<file path="src/rtl/hostport_mbx_pkg.sv">
package hostport_mbx_pkg;

  // Select code formed as {hostSelMbx, hostSelAlt}
  typedef enum logic [1:0] {
    SRC_CHA = 2'b00,
    SRC_CHB = 2'b01,
    SRC_MBX = 2'b10,
    SRC_ID  = 2'b11
  } srcSel_t;

  // Side that wrote the mailbox last
  typedef enum logic [1:0] {
    OWN_NONE  = 2'b00,
    OWN_HOST  = 2'b01,
    OWN_LOCAL = 2'b10
  } mbxOwner_t;

  // Strobes from control to datapath
  typedef struct packed {
    logic locWr;       // store local byte
    logic hostWrNow;   // store host byte from the bus
    logic hostWrPend;  // store the deferred host byte
    logic pendCapture; // park host byte behind a local write
    logic outLoad;     // refresh the output register
  } mbxCtl_t;

endpackage

</file>
<file path="src/rtl/hostport_mbx_settle.sv">
module hostport_mbx_settle #(
  parameter int SETTLE_CYC = 3
) (
  input  logic       clk,
  input  logic       rstN,
  input  logic [1:0] sel,
  output logic       settled
);
  localparam int CNT_W = $clog2(SETTLE_CYC + 2);
  localparam logic [CNT_W-1:0] CNT_MAX = CNT_W'(SETTLE_CYC);

  logic [1:0]       selPrev;
  logic [CNT_W-1:0] waitCnt;

  always_ff @(posedge clk) begin
    if (!rstN) begin
      selPrev <= '0;
      waitCnt <= '0;
    end else begin
      selPrev <= sel;
      if (sel != selPrev)
        waitCnt <= '0;
      else if (waitCnt != CNT_MAX)
        waitCnt <= waitCnt + 1'b1;
    end
  end

  assign settled = (sel == selPrev) && (waitCnt == CNT_MAX);

endmodule

</file>
<file path="src/rtl/hostport_mbx_ctrl.sv">
module hostport_mbx_ctrl
  import hostport_mbx_pkg::*;
#(
  parameter int DATA_W = 8
) (
  input  logic              clk,
  input  logic              rstN,
  input  logic [1:0]        sel,
  input  logic              hostStrobe,
  input  logic              hostReadEn,
  input  logic [DATA_W-1:0] hostDataIn,
  input  logic              locWrEn,
  input  logic [DATA_W-1:0] locWrData,
  input  logic              settled,
  output mbxCtl_t           ctl
);
  logic strobePrev;
  logic pendHost;
  logic pendNext;
  logic strobeRise;
  logic hostReq;
  logic locReq;

  always_comb begin
    strobeRise = hostStrobe && !strobePrev;
    hostReq    = strobeRise && (sel == SRC_MBX) && !hostReadEn && (hostDataIn != '0);
    locReq     = locWrEn && (locWrData != '0);
    ctl        = '0;
    ctl.outLoad = settled;
    pendNext   = pendHost;
    if (locReq) begin
      ctl.locWr = 1'b1;
      if (hostReq) begin
        ctl.pendCapture = 1'b1;
        pendNext        = 1'b1;
      end
    end else if (hostReq) begin
      ctl.hostWrNow = 1'b1;
      pendNext      = 1'b0;
    end else if (pendHost) begin
      ctl.hostWrPend = 1'b1;
      pendNext       = 1'b0;
    end
  end

  always_ff @(posedge clk) begin
    if (!rstN) begin
      strobePrev <= 1'b0;
      pendHost   <= 1'b0;
    end else begin
      strobePrev <= hostStrobe;
      pendHost   <= pendNext;
    end
  end

endmodule

</file>
<file path="src/rtl/hostport_mbx_dp.sv">
module hostport_mbx_dp
  import hostport_mbx_pkg::*;
#(
  parameter int          DATA_W  = 8,
  parameter logic [7:0]  ID_CODE = 8'h55
) (
  input  logic              clk,
  input  logic              rstN,
  input  mbxCtl_t           ctl,
  input  logic [1:0]        sel,
  input  logic [DATA_W-1:0] chanAData,
  input  logic [DATA_W-1:0] chanBData,
  input  logic [DATA_W-1:0] hostDataIn,
  input  logic [DATA_W-1:0] locWrData,
  output logic [DATA_W-1:0] devDataOut,
  output logic [DATA_W-1:0] locRdData,
  output logic [DATA_W-1:0] hostView
);
  logic [DATA_W-1:0] mbxByte;
  logic [DATA_W-1:0] pendByte;
  logic [DATA_W-1:0] outReg;
  logic [DATA_W-1:0] srcVal;
  mbxOwner_t         owner;

  always_ff @(posedge clk) begin
    if (!rstN) begin
      mbxByte  <= '0;
      pendByte <= '0;
      outReg   <= '0;
      owner    <= OWN_NONE;
    end else begin
      if (ctl.pendCapture) pendByte <= hostDataIn;
      if (ctl.locWr) begin
        mbxByte <= locWrData;
        owner   <= OWN_LOCAL;
      end else if (ctl.hostWrNow) begin
        mbxByte <= hostDataIn;
        owner   <= OWN_HOST;
      end else if (ctl.hostWrPend) begin
        mbxByte <= pendByte;
        owner   <= OWN_HOST;
      end
      if (ctl.outLoad) outReg <= srcVal;
    end
  end

  always_comb begin
    hostView  = (owner == OWN_HOST)  ? '0 : mbxByte;
    locRdData = (owner == OWN_LOCAL) ? '0 : mbxByte;
    unique case (srcSel_t'(sel))
      SRC_CHA: srcVal = chanAData;
      SRC_CHB: srcVal = chanBData;
      SRC_MBX: srcVal = hostView;
      default: srcVal = DATA_W'(ID_CODE);
    endcase
  end

  assign devDataOut = outReg;

endmodule

</file>
<file path="src/rtl/hostport_mbx_mux.sv">
module hostport_mbx_mux
  import hostport_mbx_pkg::*;
#(
  parameter int         DATA_W     = 8,
  parameter int         SETTLE_CYC = 3,
  parameter logic [7:0] ID_CODE    = 8'h55
) (
  input  logic              clk,
  input  logic              rstN,
  input  logic              hostSelMbx,
  input  logic              hostSelAlt,
  input  logic              hostStrobe,
  input  logic              hostReadEn,
  input  logic [DATA_W-1:0] hostDataIn,
  output logic [DATA_W-1:0] devDataOut,
  output logic              devDataOe,
  input  logic [DATA_W-1:0] chanAData,
  input  logic [DATA_W-1:0] chanBData,
  input  logic              locWrEn,
  input  logic [DATA_W-1:0] locWrData,
  output logic [DATA_W-1:0] locRdData
);
  logic [1:0]        selCode;
  logic              settled;
  mbxCtl_t           ctlBus;
  logic [DATA_W-1:0] hostView;

  assign selCode   = {hostSelMbx, hostSelAlt};
  assign devDataOe = hostReadEn;

  hostport_mbx_settle #(.SETTLE_CYC(SETTLE_CYC)) settle_i (
    .clk     (clk),
    .rstN    (rstN),
    .sel     (selCode),
    .settled (settled)
  );

  hostport_mbx_ctrl #(.DATA_W(DATA_W)) ctrl_i (
    .clk        (clk),
    .rstN       (rstN),
    .sel        (selCode),
    .hostStrobe (hostStrobe),
    .hostReadEn (hostReadEn),
    .hostDataIn (hostDataIn),
    .locWrEn    (locWrEn),
    .locWrData  (locWrData),
    .settled    (settled),
    .ctl        (ctlBus)
  );

  hostport_mbx_dp #(.DATA_W(DATA_W), .ID_CODE(ID_CODE)) dp_i (
    .clk        (clk),
    .rstN       (rstN),
    .ctl        (ctlBus),
    .sel        (selCode),
    .chanAData  (chanAData),
    .chanBData  (chanBData),
    .hostDataIn (hostDataIn),
    .locWrData  (locWrData),
    .devDataOut (devDataOut),
    .locRdData  (locRdData),
    .hostView   (hostView)
  );

endmodule

</file>
<file path="config.mk">
export PLATFORM = sky130hd
export DESIGN_NAME = hostport_mbx_mux
export DESIGN_NICKNAME = d
export VERILOG_FILES = /design/src/rtl/hostport_mbx_pkg.sv /design/src/rtl/hostport_mbx_settle.sv /design/src/rtl/hostport_mbx_ctrl.sv /design/src/rtl/hostport_mbx_dp.sv /design/src/rtl/hostport_mbx_mux.sv
export SDC_FILE = /design/constraint.sdc
export NUM_CORES = 1
export LEC_CHECK = 0
export ABC_CLOCK_PERIOD_IN_PS = 3800
export BUFFER_PORTS_ARGS = -buffer_cell sky130_fd_sc_hd__buf_2
export CAP_MARGIN = 40
export CORE_MARGIN = 8
export CORE_UTILIZATION = 45
export DETAILED_ROUTE_END_ITERATION = 8
export GPL_TIMING_DRIVEN = 0
export PLACE_DENSITY = 0.71
export RECOVER_POWER = 25
export SETUP_SLACK_MARGIN = 0.15
export SLEW_MARGIN = 30
export SYNTH_ARGS = -nofsm -noshare
export SYNTH_HDL_FRONTEND = slang
export SYNTH_SLANG_ARGS = --single-unit
</file>
<file path="constraint.sdc">
create_clock -name clk -period 3.8 [get_ports clk]
set_input_delay 0.38 -clock clk [delete_from_list [all_inputs] [get_ports clk]]
set_output_delay 0.38 -clock clk [all_outputs]
set_load 0.02 [all_outputs]
</file>
-- Word-level counts from Yosys, hierarchy flattened
Cells that the tools add are included.
- output and inout bits: 17
- bits in registers: 33
- bitwise operators: 1
- reduce and logical (&&, ||, !) cells: 16
- multiplexer cells: 15
- add/subtract/negate cells: 1
- equality and inequality tests: 8
- operators by type and width (operator ; count):
    $mux W8 ; 5
    $pmux W8 S3 ; 1
    $reduce_bool A8 Y1 ; 2
    $mux W2 ; 4
    $logic_and A1 B1 Y1 ; 6
    $mux W1 ; 5
    $eq A2 B1 Y1 const B ; 2
    $eq A2 B2 Y1 const B ; 2
    $reduce_or A2 Y1 ; 2
    $add A3 B1 Y3 const B ; 1
    $eq A3 B2 Y1 const B ; 1
    $ne A3 B2 Y1 const B ; 1
    $reduce_bool A3 Y1 ; 1
    $eq A2 B2 Y1 ; 1
    $logic_not A1 Y1 ; 2
    $logic_not A2 Y1 ; 1
    $ne A2 B2 Y1 ; 1
    $reduce_and A2 Y1 ; 1
    $reduce_bool A2 Y1 ; 1
    $not A1 Y1 ; 1

-- Depth between registers and ports, before layout
- depth in word-level cells: 10
- depth in mapped cells: 7

-- Hierarchy
A second synthesis with hierarchy kept.
- cells, all modules: 192
- area, all modules: 1820.5 um^2
- by module, submodules not included (module ; cells each ; instances ; area each (um^2) ; seq. area each (um^2)):
    hostport_mbx_dp ; 151 ; 1 ; 1430.1 ; 520.5
    hostport_mbx_settle ; 21 ; 1 ; 217.7 ; 100.1
    hostport_mbx_ctrl ; 19 ; 1 ; 165.2 ; 40.0
    hostport_mbx_mux ; 1 ; 1 ; 7.5 ; 0.0

-- Least setup slack after synthesis
Ideal clock, no wire load.
- path type: input to register
- from: in locWrData[0]
- to: reg dp_i.pendByte[0]
- setup time: 0.128 ns
- arrival: 1.554 ns
- stages: 6
- path buffers: 1
- slack: 2.119 ns
- path through: or4_4 > o21ai_2 > or2_1 > buf_6 > mux2i_1 > nor2_1
- word-level cells in the longest chain between the ends: 3
- RTL lines (what ; RTL line ; RTL):
    start: declaration ; hostport_mbx_mux.sv:20 ; input logic [DATA_W-1:0] locWrData,
    $reduce_bool A8 Y1 ; hostport_mbx_ctrl.sv:27 ; locReq = locWrEn && (locWrData != '0);
    $logic_and A1 B1 Y1 ; hostport_mbx_ctrl.sv:27 ;
    $mux W1 ; hostport_mbx_ctrl.sv:31 ; if (locReq) begin
    end signal: assignment ; hostport_mbx_dp.sv:32 ; if (ctl.pendCapture) pendByte <= hostDataIn;
    end: declaration ; hostport_mbx_dp.sv:20 ; logic [DATA_W-1:0] pendByte;
No other way between the ends.
A chain may end at the register's enable or synchronous reset.

-- Worst setup path after layout
- from: reg ctrl_i.strobePrev
- to: reg dp_i.mbxByte[5]
- word-level cells in the longest chain between the ends: 9
- elaborated cells on any way between the ends: 11
- classes of those cells: mux (5); reduce/logical (6)
- RTL lines (what ; RTL line ; RTL):
    start: declaration ; hostport_mbx_ctrl.sv:17 ; logic strobePrev;
    start signal: assignment ; hostport_mbx_ctrl.sv:51 ; strobePrev <= hostStrobe;
    $logic_not A1 Y1 (*) ; hostport_mbx_ctrl.sv:25 ; strobeRise = hostStrobe && !strobePrev;
    $logic_and A1 B1 Y1 (*) ; hostport_mbx_ctrl.sv:25 ;
    $logic_and A1 B1 Y1 (*) (3 in series) ; hostport_mbx_ctrl.sv:26 ; hostReq = strobeRise && (sel == SRC_MBX) && !hostReadEn && (hostDataIn != '0);
    $mux W1 ; hostport_mbx_ctrl.sv:37 ; end else if (hostReq) begin
    $mux W2 (*) ; hostport_mbx_ctrl.sv:31 ;
    $mux W8 ; hostport_mbx_dp.sv:36 ; end else if (ctl.hostWrNow) begin
    $mux W8 ; hostport_mbx_dp.sv:33 ; if (ctl.locWr) begin
    end signal: assignment ; hostport_mbx_dp.sv:34 ; mbxByte <= locWrData;
    end signal: assignment ; hostport_mbx_dp.sv:37 ; mbxByte <= hostDataIn;
    end signal: assignment ; hostport_mbx_dp.sv:40 ; mbxByte <= pendByte;
    end: declaration ; hostport_mbx_dp.sv:19 ; logic [DATA_W-1:0] mbxByte;
Every way passes the cells marked *; elsewhere a longest branch is shown, timed or not.

==> results.ini <==
[run_status]
run_status=finished clean

[timing]
drv_slew=0
fin_crit_sh_pct=43.88
clock.fmax_ghz=0.5997
finalSetupViolCount=0
finalClockSkew_ns=0.003616
hold_viol=0
slew_headroom_pct=62.52
fin_crit_ns=1.667
worst_slew_pin_slew_ns=0.5621
rsz0062_at_grt=false
tns_ns=0

[setup_path]
worstPathRequired_ns=3.96
crit_family=compound AO/OA/AOI/OAI gates
critical_path_class=reg2reg
timing.critical_path.to_type=register
slowest_stage=a211o_1
cp-start-kind=register
crit_fanout=8
worstPathArrival_ns=1.83
cp_slowest_stage_delay_ns=0.41
critPathBufInv=0
crit_chain=nand4bb_1, a211o_1, mux2_1, a22oi_1, o22ai_1

[place]
hpwl_um=3320
port-buffer-count=55
dp.cells=296
dpl-instance-area_um2=1986
gp_congestion=0.7979

[clock_network]
clockBufferDepth=2
ctsHoldBuffers=0
clk_pin_slew_worst_paths_ns=0.06
cts_setup_buffers=0
cts_sinks=33
post_cts_resized=0
cts_tree=done
insertion_delay_ns=0.28
htreeDepth=2
root_buffer=clkbuf_8
cts_made_buffers=5

[die]
die_w_um=76.56
rows=22
core_um2=3606
start_util_pct=45.77
dieArea_um2=5861
die_h_um=76.56
io_pins=56

[synthesis]
syn_area_um2=1650
seq_area_frac_synth_pct=40.03
synthArstFlopShare_pct=0
synth_warnings=0
ys_ff_latch=33
ys_dominant_reg_cell=dfxtp_1
synth_nets=234
syn_avg_cell_area_um2=8.551
netlist_instances=193
ys_types=35
synth_edf_count=0

[drt]
firstDrtPassIters=4
avgViaCountPerCell=5.125
vias=1553
drt-initial-drc-count=85
wl_um=4255
antenna_left=0
routedWlPerCell_um=14.04
drc_errors=0

[cells_and_area]
drive_gt1_share_pct=24.71
area_delta_synth_final_pct=24.94
n_antenna_cell=0
final_cell_mix=52 x buf_2, 33 x dfxtp_1, 26 x nor2_1, 22 x nand2_1, 19 x mux2i_1
fin_cells=303
final_cell_area_um2=2062
mostFrequentLayoutCell=buf_2
fin_nets=296

[global_route]
grt_pass1_vias=1596
overflow=0
grtUsageTotal_pct=14.64
antenna_found_initial=0
grt_max_degree=11
grt_pass1_wl_um=7182

[power]
p_total_uw=730.1
power.density_nw_per_um2=354.1
ir_drop_mv=0.2103
leakagePower_uw=0.0009383

[run]
drv_cap=0

[hold_path]
worstHoldPathType=in2reg

[sequential cells by signal, indices dropped and copies added (netlist names)]
| register | flops |
|---|---|
| ctrl_i.strobePrev | 1 |
| settle_i.selPrev | 2 |
| ctrl_i.pendHost | 1 |
| dp_i.pendByte | 8 |
| dp_i.devDataOut | 8 |
| settle_i.waitCnt | 3 |
| dp_i.mbxByte | 8 |
| dp_i.owner | 2 |
[cells by family after synthesis]
| family | synth area share (%) |
|---|---|
| XOR/XNOR | 1.592 |
| AO/OA/AOI/OAI | 17.13 |
| AND/OR/NAND/NOR | 22.14 |
| multiplexers | 12.89 |
| flip-flops | 40.03 |
| adder cells (fa/ha/maj) | 1.516 |
| buffers and inverters | 4.700 |
[path summary, 6_finish.rpt]
| check | from | to | slack (ns) | cells past startpoint |
|---|---|---|---|---|
| max | ctrl_i.strobePrev | dp_i.mbxByte[5] | 2.13 | 5 |
| min | hostStrobe | ctrl_i.strobePrev | 0.32 | 2 |
| max reg2reg | ctrl_i.strobePrev | dp_i.mbxByte[5] | 2.13 | 5 |
| min reg2reg | dp_i.owner[1] | dp_i.owner[1] | 0.49 | 2 |
[worst register-to-register path, cell delays in order, from the launching register on]
cell	delay, ns
dfxtp_1	0.29
nand4bb_1	0.23
a211o_1	0.41
mux2_1	0.34
a22oi_1	0.17
o22ai_1	0.11
[synth_stat cells (3+ instances only)]
cell / number / area (um2)
a211oi_1: 4 / 30.03
a21oi_1: 13 / 65.06
dfxtp_1: 33 / 660.6
o211ai_1: 6 / 45.04
mux2i_1: 19 / 190.2
and2_1: 11 / 68.82
o22ai_1: 6 / 37.54
nor2_1: 26 / 97.59
clkbuf_1: 5 / 18.77
buf_2: 5 / 25.02
nand2_1: 22 / 82.58
xor2_1: 3 / 26.28
a311oi_1: 4 / 35.03
nor2b_1: 8 / 50.05
[per-layer routing]
layer / vias to the layer above / routed length [um] / global-route usage, %
li1: 801 / - / -
met1: 698 / 1884 / 15.75
met2: 45 / 2018 / 24.34
met3: 9 / 279 / 6.722
met4: 0 / 72 / 5.769
met5: - / 0 / 0
[stage by stage]
| step | hold WS (ns) | setup slack, ns | utilization [%] |
|---|---|---|---|
| 2_1_floorplan | 0.4465 | 2.119 | - |
| 3_3_place_gp | 0.4645 | 1.878 | 55.07 |
| 3_5_place_dp | 0.4688 | 1.845 | 55.07 |
| 4_1_cts | 0.3186 | 2.144 | 57.46 |
| 5_1_grt | 0.3245 | 2.025 | 57.18 |
| 6_report | 0.3217 | 2.133 | 57.18 |
[where the power goes]
part	leakage, uW	internal (uW)	switching (uW)
Clock	0.0000443	144	123
Combinational	0.000625	44.0	56.9
Sequential	0.000269	356	6.74
Total	0.000938	543	187
[final cells by class]
type / count / area [um2]
Sequential cell: 33 / 660.6
Clock buffer: 7 / 86.33
Inverter: 4 / 15.01
Buffer: 12 / 62.56
Multi-Input combinational cell: 144 / 912.1
Timing Repair Buffer: 55 / 265.3
Tap cell: 48 / 60.06
Fill cell: 361 / 1544
Note: power is estimated with default switching activity, not from simulation.
